File: src/rtl/vtg_pkg.sv
package vtg_pkg;
  localparam int BYTE_W = 8;
  localparam int CNT_W  = 2 * BYTE_W;

  typedef struct packed {
    logic [CNT_W-1:0]  htot;
    logic [CNT_W-1:0]  hblank;
    logic [CNT_W-1:0]  hdelay;
    logic [CNT_W-1:0]  hwidth;
    logic [CNT_W-1:0]  vtot;
    logic [BYTE_W-1:0] vblank;
    logic [BYTE_W-1:0] vdelay;
    logic [BYTE_W-1:0] vwidth;
    logic              hpol;
    logic              vpol;
    logic              ilace;
  } timing_t;

  localparam timing_t CFG_RST = '{'0, '0, '0, '0, '0, '0, '0, '0, 1'b1, 1'b1, 1'b0};
endpackage

File: src/rtl/vtg_shadow.sv
module vtg_shadow
  import vtg_pkg::*;
(
  input  logic    clk,
  input  logic    rst_n,
  input  logic    load,
  input  timing_t nxt,
  output timing_t cur
);
  // Working copy of the geometry; only replaced on a field boundary.
  always_ff @(posedge clk or negedge rst_n) begin
    if (!rst_n)    cur <= CFG_RST;
    else if (load) cur <= nxt;
  end
endmodule

File: src/rtl/vtg_hgen.sv
module vtg_hgen
  import vtg_pkg::*;
(
  input  logic             clk,
  input  logic             rst_n,
  input  logic             run,
  input  logic [CNT_W-1:0] htot,
  input  logic [CNT_W-1:0] hblank,
  input  logic [CNT_W-1:0] hdelay,
  input  logic [CNT_W-1:0] hwidth,
  output logic [CNT_W-1:0] hcount,
  output logic             h_last,
  output logic             h_active,
  output logic             h_sync_act,
  output logic             h_second_half
);
  localparam logic [CNT_W-1:0] ONE = CNT_W'(1);

  logic [CNT_W-1:0] hact, hs_beg, hs_end;

  always_comb begin
    hact          = htot - hblank;
    hs_beg        = hact + hdelay;
    hs_end        = hs_beg + hwidth;
    h_last        = (hcount == htot - ONE);
    h_active      = (hcount < hact);
    h_sync_act    = (hcount >= hs_beg) && (hcount < hs_end);
    h_second_half = (hcount >= (htot >> 1));
  end

  always_ff @(posedge clk or negedge rst_n) begin
    if (!rst_n)      hcount <= '0;
    else if (!run)   hcount <= '0;
    else if (h_last) hcount <= '0;
    else             hcount <= hcount + ONE;
  end
endmodule

File: src/rtl/vtg_vgen.sv
module vtg_vgen
  import vtg_pkg::*;
(
  input  logic              clk,
  input  logic              rst_n,
  input  logic              run,
  input  logic              h_last,
  input  logic              h_second_half,
  input  logic              ilace_next,
  input  logic [CNT_W-1:0]  vtot,
  input  logic [BYTE_W-1:0] vblank,
  input  logic [BYTE_W-1:0] vdelay,
  input  logic [BYTE_W-1:0] vwidth,
  input  logic              ilace,
  output logic [CNT_W-1:0]  vcount,
  output logic              field,
  output logic              v_active,
  output logic              v_sync_act,
  output logic              field_wrap
);
  localparam logic [CNT_W-1:0] ONE = CNT_W'(1);
  localparam int PAD = CNT_W - BYTE_W;

  logic [CNT_W:0]   vtot_up;
  logic [CNT_W-1:0] flen, vact, vs_beg, vs_end;
  logic             v_last, after_beg, before_end;

  always_comb begin
    vtot_up = {1'b0, vtot} + {{CNT_W{1'b0}}, 1'b1};
    if (ilace) flen = field ? (vtot >> 1) : vtot_up[CNT_W:1];
    else       flen = vtot;
    vact     = flen - {{PAD{1'b0}}, vblank};
    vs_beg   = vact + {{PAD{1'b0}}, vdelay};
    vs_end   = vs_beg + {{PAD{1'b0}}, vwidth};
    v_last   = (vcount == flen - ONE);
    v_active = (vcount < vact);
    field_wrap = run && h_last && v_last;
    if (ilace && field) begin
      // odd field: window edges sit at mid-line
      after_beg  = (vcount > vs_beg) || ((vcount == vs_beg) && h_second_half);
      before_end = (vcount < vs_end) || ((vcount == vs_end) && !h_second_half);
    end else begin
      after_beg  = (vcount >= vs_beg);
      before_end = (vcount < vs_end);
    end
    v_sync_act = after_beg && before_end;
  end

  always_ff @(posedge clk or negedge rst_n) begin
    if (!rst_n) begin
      vcount <= '0;
      field  <= 1'b0;
    end else if (!run) begin
      vcount <= '0;
      field  <= 1'b0;
    end else if (h_last) begin
      if (v_last) begin
        vcount <= '0;
        field  <= ilace_next & ~field;
      end else begin
        vcount <= vcount + ONE;
      end
    end
  end
endmodule

File: src/rtl/vtg_timing_gen.sv
module vtg_timing_gen
  import vtg_pkg::*;
(
  input  logic              clk,
  input  logic              rst_n,
  input  logic [BYTE_W-1:0] htot_lo,
  input  logic [BYTE_W-1:0] htot_hi,
  input  logic [BYTE_W-1:0] hblank_lo,
  input  logic [BYTE_W-1:0] hblank_hi,
  input  logic [BYTE_W-1:0] hdelay_lo,
  input  logic [BYTE_W-1:0] hdelay_hi,
  input  logic [BYTE_W-1:0] hwidth_lo,
  input  logic [BYTE_W-1:0] hwidth_hi,
  input  logic [BYTE_W-1:0] vtot_lo,
  input  logic [BYTE_W-1:0] vtot_hi,
  input  logic [BYTE_W-1:0] vblank,
  input  logic [BYTE_W-1:0] vdelay,
  input  logic [BYTE_W-1:0] vwidth,
  input  logic              hsync_pol,
  input  logic              vsync_pol,
  input  logic              interlace_en,
  output logic              hsync,
  output logic              vsync,
  output logic              de,
  output logic              field,
  output logic [CNT_W-1:0]  hcount,
  output logic [CNT_W-1:0]  vcount
);
  localparam int NSYNC = 2;

  timing_t cfg_in, cfg_q;
  logic    run, load, field_wrap;
  logic    h_last, h_active, h_sync_act, h_second_half;
  logic    v_active, v_sync_act;
  logic [NSYNC-1:0] sync_act, sync_pol, sync_out;

  always_comb begin
    cfg_in.htot   = {htot_hi, htot_lo};
    cfg_in.hblank = {hblank_hi, hblank_lo};
    cfg_in.hdelay = {hdelay_hi, hdelay_lo};
    cfg_in.hwidth = {hwidth_hi, hwidth_lo};
    cfg_in.vtot   = {vtot_hi, vtot_lo};
    cfg_in.vblank = vblank;
    cfg_in.vdelay = vdelay;
    cfg_in.vwidth = vwidth;
    cfg_in.hpol   = hsync_pol;
    cfg_in.vpol   = vsync_pol;
    cfg_in.ilace  = interlace_en;
  end

  // run rises on the first edge after reset; that edge also takes the snapshot
  always_ff @(posedge clk or negedge rst_n) begin
    if (!rst_n) run <= 1'b0;
    else        run <= 1'b1;
  end

  assign load = !run || field_wrap;

  vtg_shadow u_shadow (
    .clk   (clk),
    .rst_n (rst_n),
    .load  (load),
    .nxt   (cfg_in),
    .cur   (cfg_q)
  );

  vtg_hgen u_hgen (
    .clk           (clk),
    .rst_n         (rst_n),
    .run           (run),
    .htot          (cfg_q.htot),
    .hblank        (cfg_q.hblank),
    .hdelay        (cfg_q.hdelay),
    .hwidth        (cfg_q.hwidth),
    .hcount        (hcount),
    .h_last        (h_last),
    .h_active      (h_active),
    .h_sync_act    (h_sync_act),
    .h_second_half (h_second_half)
  );

  vtg_vgen u_vgen (
    .clk           (clk),
    .rst_n         (rst_n),
    .run           (run),
    .h_last        (h_last),
    .h_second_half (h_second_half),
    .ilace_next    (interlace_en),
    .vtot          (cfg_q.vtot),
    .vblank        (cfg_q.vblank),
    .vdelay        (cfg_q.vdelay),
    .vwidth        (cfg_q.vwidth),
    .ilace         (cfg_q.ilace),
    .vcount        (vcount),
    .field         (field),
    .v_active      (v_active),
    .v_sync_act    (v_sync_act),
    .field_wrap    (field_wrap)
  );

  assign sync_act = {v_sync_act, h_sync_act};
  assign sync_pol = {cfg_q.vpol, cfg_q.hpol};

  for (genvar g = 0; g < NSYNC; g++) begin : g_pol
    assign sync_out[g] = sync_pol[g] ? (run && sync_act[g]) : !(run && sync_act[g]);
  end

  assign hsync = sync_out[0];
  assign vsync = sync_out[1];
  assign de    = run && h_active && v_active;
endmodule

File: config.mk
export PLATFORM = sky130hd
export DESIGN_NAME = vtg_timing_gen
export DESIGN_NICKNAME = d
export VERILOG_FILES = /design/src/rtl/vtg_pkg.sv /design/src/rtl/vtg_shadow.sv /design/src/rtl/vtg_hgen.sv /design/src/rtl/vtg_vgen.sv /design/src/rtl/vtg_timing_gen.sv
export SDC_FILE = /design/constraint.sdc
export NUM_CORES = 1
export LEC_CHECK = 0
export ABC_CLOCK_PERIOD_IN_PS = 9100
export BUFFER_PORTS_ARGS = -buffer_cell sky130_fd_sc_hd__buf_2
export CELL_PAD_IN_SITES_DETAIL_PLACEMENT = 0
export CELL_PAD_IN_SITES_GLOBAL_PLACEMENT = 1
export CORE_ASPECT_RATIO = 0.7
export CORE_MARGIN = 2
export CORE_UTILIZATION = 47
export DETAILED_ROUTE_END_ITERATION = 6
export PLACE_DENSITY_LB_ADDON = 0.05
export SETUP_SLACK_MARGIN = 0.5
export SYNTH_ARGS = -nofsm -noshare
export SYNTH_HDL_FRONTEND = slang
export SYNTH_SLANG_ARGS = --single-unit
export TNS_END_PERCENT = 10
File: constraint.sdc
create_clock -name clk -period 9.1 [get_ports clk]
set_input_delay 0.91 -clock clk [delete_from_list [all_inputs] [get_ports clk]]
set_output_delay 0.91 -clock clk [all_outputs]
set_load 0.01 [all_outputs]
[Yosys cells after proc, flatten, opt, wreduce, memory -nomap -nowiden]
Index checks and enable logic that the tools add are counted.
Storage, ports and cells
  flip-flop bits (word level): 141
  logic and storage cells: 75
Operators by class
  muxes and demuxes: 14
  order comparisons: 8
  equal/unequal tests: 6
  $add $sub $neg: 11
  reduce and logical (&&, ||, !) cells: 19
  bitwise operators: 2
Operators by type and width (count)
  $mux 16: 7
  $eq 16x16->1: 4
  $lt 16x16->1: 4
  $add 16x1->16 const B: 2
  $add 16x16->16: 2
  $add 16x8->16: 2
  $ge 16x16->1: 2
  $sub 16x1->16 const B: 2
  $add 16x1->17 const B: 1
  $ge 16x15->1: 1
  $gt 16x16->1: 1
  $sub 16x16->16: 1
  $sub 16x8->16: 1
  $logic_and 1x1->1: 11
  $mux 1: 7
  $logic_not 1->1: 4
  $ne 2x1->1 const B: 2
  $logic_or 1x1->1: 3
  $reduce_and 2->1: 1
  $and 1x1->1: 1
  $not 1->1: 1

[Longest topological paths before layout]
  depth after elaboration: 14
  mapped depth: 33
  mapped depth without buffers: 33

[Hierarchy]
A second synthesis with hierarchy kept.
Second synthesis, totals
  cells, all modules: 1413
  area, all modules: 13374.1 um^2
Modules (own cells, without submodules)
  vtg_hgen: seq. area each 400.4 um^2, area each 4725.8 um^2, instances 1, cells each 597
  vtg_vgen: seq. area each 425.4 um^2, area each 4491.8 um^2, instances 1, cells each 582
  vtg_shadow: seq. area each 2680.1 um^2, area each 4088.9 um^2, instances 1, cells each 226
  vtg_timing_gen: seq. area each 25.0 um^2, area each 67.6 um^2, instances 1, cells each 8

[Worst setup path after synthesis]
Ideal clock, no wire load.
  kind: register to output
  from: register u_shadow.cur[91] in the netlist's numbering
  to: output port hsync
  stages on the path, launching flop included: 31
  path slack: 1946 ps
  arrival time: 6244 ps
  required time: 8190 ps
  cells stage by stage: dfrtp_1 > inv_1 > ha_1 > inv_1 > fa_1 > a21o_1 > a21oi_1 > o21bai_1 > a21oi_1 > o21bai_1 > a21oi_1 > o21bai_1 > a2111o_1 > a31o_2 > a21oi_1 > xnor2_1 > ha_1 > nand2b_1 > nor3_1 > a2111oi_0 > o311ai_0 > ha_1 > nor4b_1 > a21oi_1 > nand2_1 > a311oi_1 > ha_1 > a21o_1 > a2111oi_0 > o211ai_1 > xor2_1
Between the ends
  longest elaborated chain between the ends: 8
  elaborated cells on any way between the ends: 9
RTL lines
  start: declaration: line vtg_shadow.sv:8  | output timing_t cur
  start signal: assignment: line vtg_shadow.sv:13  | else if (load) cur <= nxt;
  $sub 16x16->16 (*): line vtg_hgen.sv:22  | hact = htot - hblank;
  $add 16x16->16 (*): line vtg_hgen.sv:23  | hs_beg = hact + hdelay;
  $add 16x16->16: line vtg_hgen.sv:24  | hs_end = hs_beg + hwidth;
  $lt 16x16->1: line vtg_hgen.sv:27  | h_sync_act = (hcount >= hs_beg) && (hcount < hs_end);
  $logic_and 1x1->1 (*): line vtg_hgen.sv:27
  $logic_and 1x1->1 (*): line vtg_timing_gen.sv:105  | assign sync_out[g] = sync_pol[g] ? (run && sync_act[g]) : !(run && sync_act[g]);
  $logic_not 1->1: line vtg_timing_gen.sv:105
  $mux 1 (*): line vtg_timing_gen.sv:105
  end: declaration: line vtg_timing_gen.sv:22  | output logic hsync,
Mark *: on every way between the ends. The rest lies on a longest branch, timed or not.

[Worst setup path after layout]
Same ends and word-level chain as after synthesis.

==> results_dict.tcl <==
set metrics [dict create \
    numCtsBuffers 17 \
    min_period_ns 8.17 \
    startpoint_type "flop" \
    max_stage_delay_ns 0.46 \
    cts-root-buf "clkbuf_16" \
    maxSlewViolCount 0 \
    first_global_vias 9868 \
    multiInputGateArea_um2 9230 \
    viasPerCell 5.52 \
    arrival_ns 7.26 \
    dpl.hpwl_um 27300 \
    postSynth.asyncResetShare_pct 100 \
    tightest_slew_ns 1.07 \
    ys_warn_count 0 \
    grt_antenna_before_repair 0 \
    avgSynthCellArea_um2 9.26 \
    cts_tree "done" \
    cts.sinks 141 \
    swShare_pct 43.0 \
    clock_path_buffers 2 \
    finalNetCount 1881 \
    crit_type "reg -> out" \
    r2r_setup_slack_ns 3.23 \
    die_h_um 145 \
    crit_path_frequent_cell "ha_1" \
    die_area_um2 29900 \
    h-tree-depth 4 \
    ys_seq_elements 141 \
    drt-initial-drc-count 611 \
    synth_top_area_share_pct 26.0 \
    clk_latency_ns 0.45 \
    drtPass1Iterations 5 \
    fin_util_pct 53.9 \
    num_rows 51 \
    synthFlopType "dfrtp_1" \
    grt_overflow 0 \
    clkPwrFrac_pct 18.7 \
    syn_inst 1447 \
    io_pins 145 \
    postRouteAntennaNets 0 \
    fin_skew_ns 0.0146 \
    status "completed" \
    num_vias 10800 \
    core_area_um2 27900 \
    cp_data_required_time_ns 8.19 \
    place_area_um2 14500 \
    critPathSlowestCell "a2111o_1" \
    layout-drive-gt1-share_pct 19.8 \
    fin_tns_setup_ns 0 \
    max_cap_violations 0 \
    final-seq-area_um2 3530 \
    post_cts_buffers 0 \
    ys_seq_area_share_pct 26.4 \
    synth_cell_types 83 \
    cp_max_fo 8 \
    finalCritPeriodShare_pct 89.8 \
    gp_congestion 0.892 \
    irDropWorstVdd_v 0.000129 \
    max_freq_mhz 122 \
    p_comb_share_pct 60.6 \
    yosysTopAreaCell "dfrtp_1" \
    fin_ws_ns 0.927 \
    dp_slack_ns 1.05 \
    crit_buf_inv 3 \
    cp_top_family "compound AO/OA/AOI/OAI gates" \
    synth_area_leaders "dfrtp_1, ha_1, mux2_2, xnor2_1, xor2_1" \
    syn_nets 1745 \
    hold_viol 0 \
    diodes 0 \
    power.internal_mw 2.04 \
    power_switching_mw 1.54 \
    initial_core_util_pct 48.0 \
    stdcell_area_um2 15000 \
    pwr-share-seq_pct 20.8 \
    syn-cell-area_um2 13400 \
    area_growth_pct 12.3 \
    clkTransAtPathRegs_ns 0.06 \
    route.detailed.drc 0 \
    grt_pass1_wl_um 55600 \
    dieWidth_um 206 \
    rsz0062_at_grt "true" \
    slew_headroom_pct 27.7 \
    nFillCells 2605 \
    endpoint_kind "primary output" \
    worstHoldPathType "in -> async" \
    grt_start_max_net_pins 78 \
    power_leakage_nw 7.40 \
    setup_viol_count_final 0 \
    port-buffer-count 144 \
    power_mw 3.58 \
    drt-total-wl_um 35200 \
    wl_per_cell_um 17.9 \
    power.density_nw_per_um2 238 \
    synth-edff-count 0 \
    grt_usage_pct 23.8 \
]
## what timing repair did
| action | in CTS | in global routing |
|---|---|---|
| gates resized for setup | 0 | 15 |
| hold buffers | 0 | 0 |
| setup endpoints to repair | 0 | 2 |
## synthesized netlist by cell type (all sizes together), types with 15 or more instances
cell / n
a21o: 34
a21oi: 61
and3: 19
buf: 19
clkbuf: 17
dfrtp: 139
ha: 183
inv: 128
mux2: 108
nand2: 65
nand2b: 27
nand3: 52
nand4: 29
nor2: 85
nor2b: 22
nor3: 33
nor4: 15
o21a: 25
o21ai: 64
xnor2: 78
xor2: 62
## cell usage in the layout, fill, tap and decap left out, types with 6 or more instances in the layout
master / synthesis / layout
ha_1: 183 / 183
and3_1: 19 / 19
a21o_1: 34 / 34
a21oi_1: 61 / 57
o211ai_1: 7 / 7
nand2_1: 65 / 65
fa_1: 6 / 6
nor4_1: 14 / 14
o41ai_1: 6 / 6
and4_1: 7 / 7
nor2b_1: 22 / 22
clkbuf_16: 0 / 17
and2_1: 8 / 8
mux2_4: 30 / 30
xor2_1: 62 / 62
clkinv_2: 0 / 6
mux2i_1: 7 / 7
a31oi_1: 9 / 9
dfrtp_1: 139 / 137
o21ai_0: 64 / 62
o21a_1: 25 / 24
mux2_2: 78 / 78
inv_1: 128 / 128
a21boi_0: 11 / 11
nand2b_1: 27 / 27
nand4_1: 27 / 27
buf_4: 2 / 9
nand3_1: 52 / 52
o21bai_1: 7 / 7
buf_2: 11 / 143
a211oi_1: 10 / 9
or4_1: 6 / 6
nor3_1: 33 / 33
nor2_1: 85 / 84
or3_1: 11 / 11
xnor2_1: 78 / 78
or2_2: 6 / 6
## kinds of logic (layout without fill, tap and decap cells)
family | after synthesis | in the layout | synth area share [%]
flops | 141 | 141 | 26.4
other cells | 1 | 1 | 0.0280
fa+ha+maj | 189 | 189 | 18.0
xor+xnor | 142 | 142 | 9.49
mux | 115 | 115 | 10.4
buf+inv | 165 | 312 | 5.06
simple gates | 405 | 405 | 16.1
compound gates | 289 | 289 | 14.5
## power groups by stage
stage / clock network (mW) / registers (mW) / logic (mW)
floorplan: 0 / 0.721 / 1.70
global placement: 0 / 0.752 / 2.09
detailed placement: 0 / 0.754 / 2.12
CTS: 0.688 / 0.743 / 2.15
global route: 0.715 / 0.752 / 2.47
finish: 0.667 / 0.743 / 2.17
## through the flow
step | cells | hold slack [ns]
6_report | 1965 | 0.509
5_1_grt | 1965 | 0.522
4_1_cts | 1965 | 0.512
3_5_place_dp | 1935 | 0.496
3_3_place_gp | 1935 | 0.490
2_1_floorplan | 1447 | 0.479
## layer usage
layer / track usage (%) / part of all wire [%] / vias up
li1: - / - / 5517
met1: 39.9 / 56 / 5070
met2: 29.8 / 37 / 225
met3: 5.14 / 5.3 / 25
met4: 4.96 / 1.2 / 0
met5: 0 / 0 / -
## worst paths after layout
kind,cells past startpoint,from,to
max,31,u_shadow.cur[91],hsync
min,1,rst_n,u_shadow.cur[44]
max reg2reg,13,u_shadow.cur[28],u_shadow.cur[51]
min reg2reg,1,u_shadow.cur[83],u_shadow.cur[83]
max in group asynchronous,2,rst_n,u_vgen.field
min in group clk,1,u_shadow.cur[83],u_shadow.cur[83]
## flip-flops by register name, indices dropped and copies added (netlist names)
name           cells
u_vgen.vcount     16
u_shadow.cur     107
u_hgen.hcount     16
u_vgen.field       1
run                1
## worst register-to-register path: cells and delay by family, from the launching register on
| kind | cells | cell delay (ns) |
|---|---|---|
| DFF | 1 | 0.52 |
| adders and majority gates | 1 | 0.29 |
| AOI/OAI and AO/OA | 5 | 2.06 |
| buffers and inverters | 1 | 0.76 |
| and+or+nand+nor | 5 | 1.68 |
| muxes | 1 | 0.46 |
## layout make-up
cell class | count | share of cell area [%]
clock buffer | 22 | 3.15
clock inverter | 8 | 0.449
inverter | 129 | 3.22
multi-input combinational | 1141 | 61.3
sequential | 141 | 23.5
tap | 371 | 3.09
timing repair buffer | 153 | 5.28
Power figures use the tool's default switching activity.
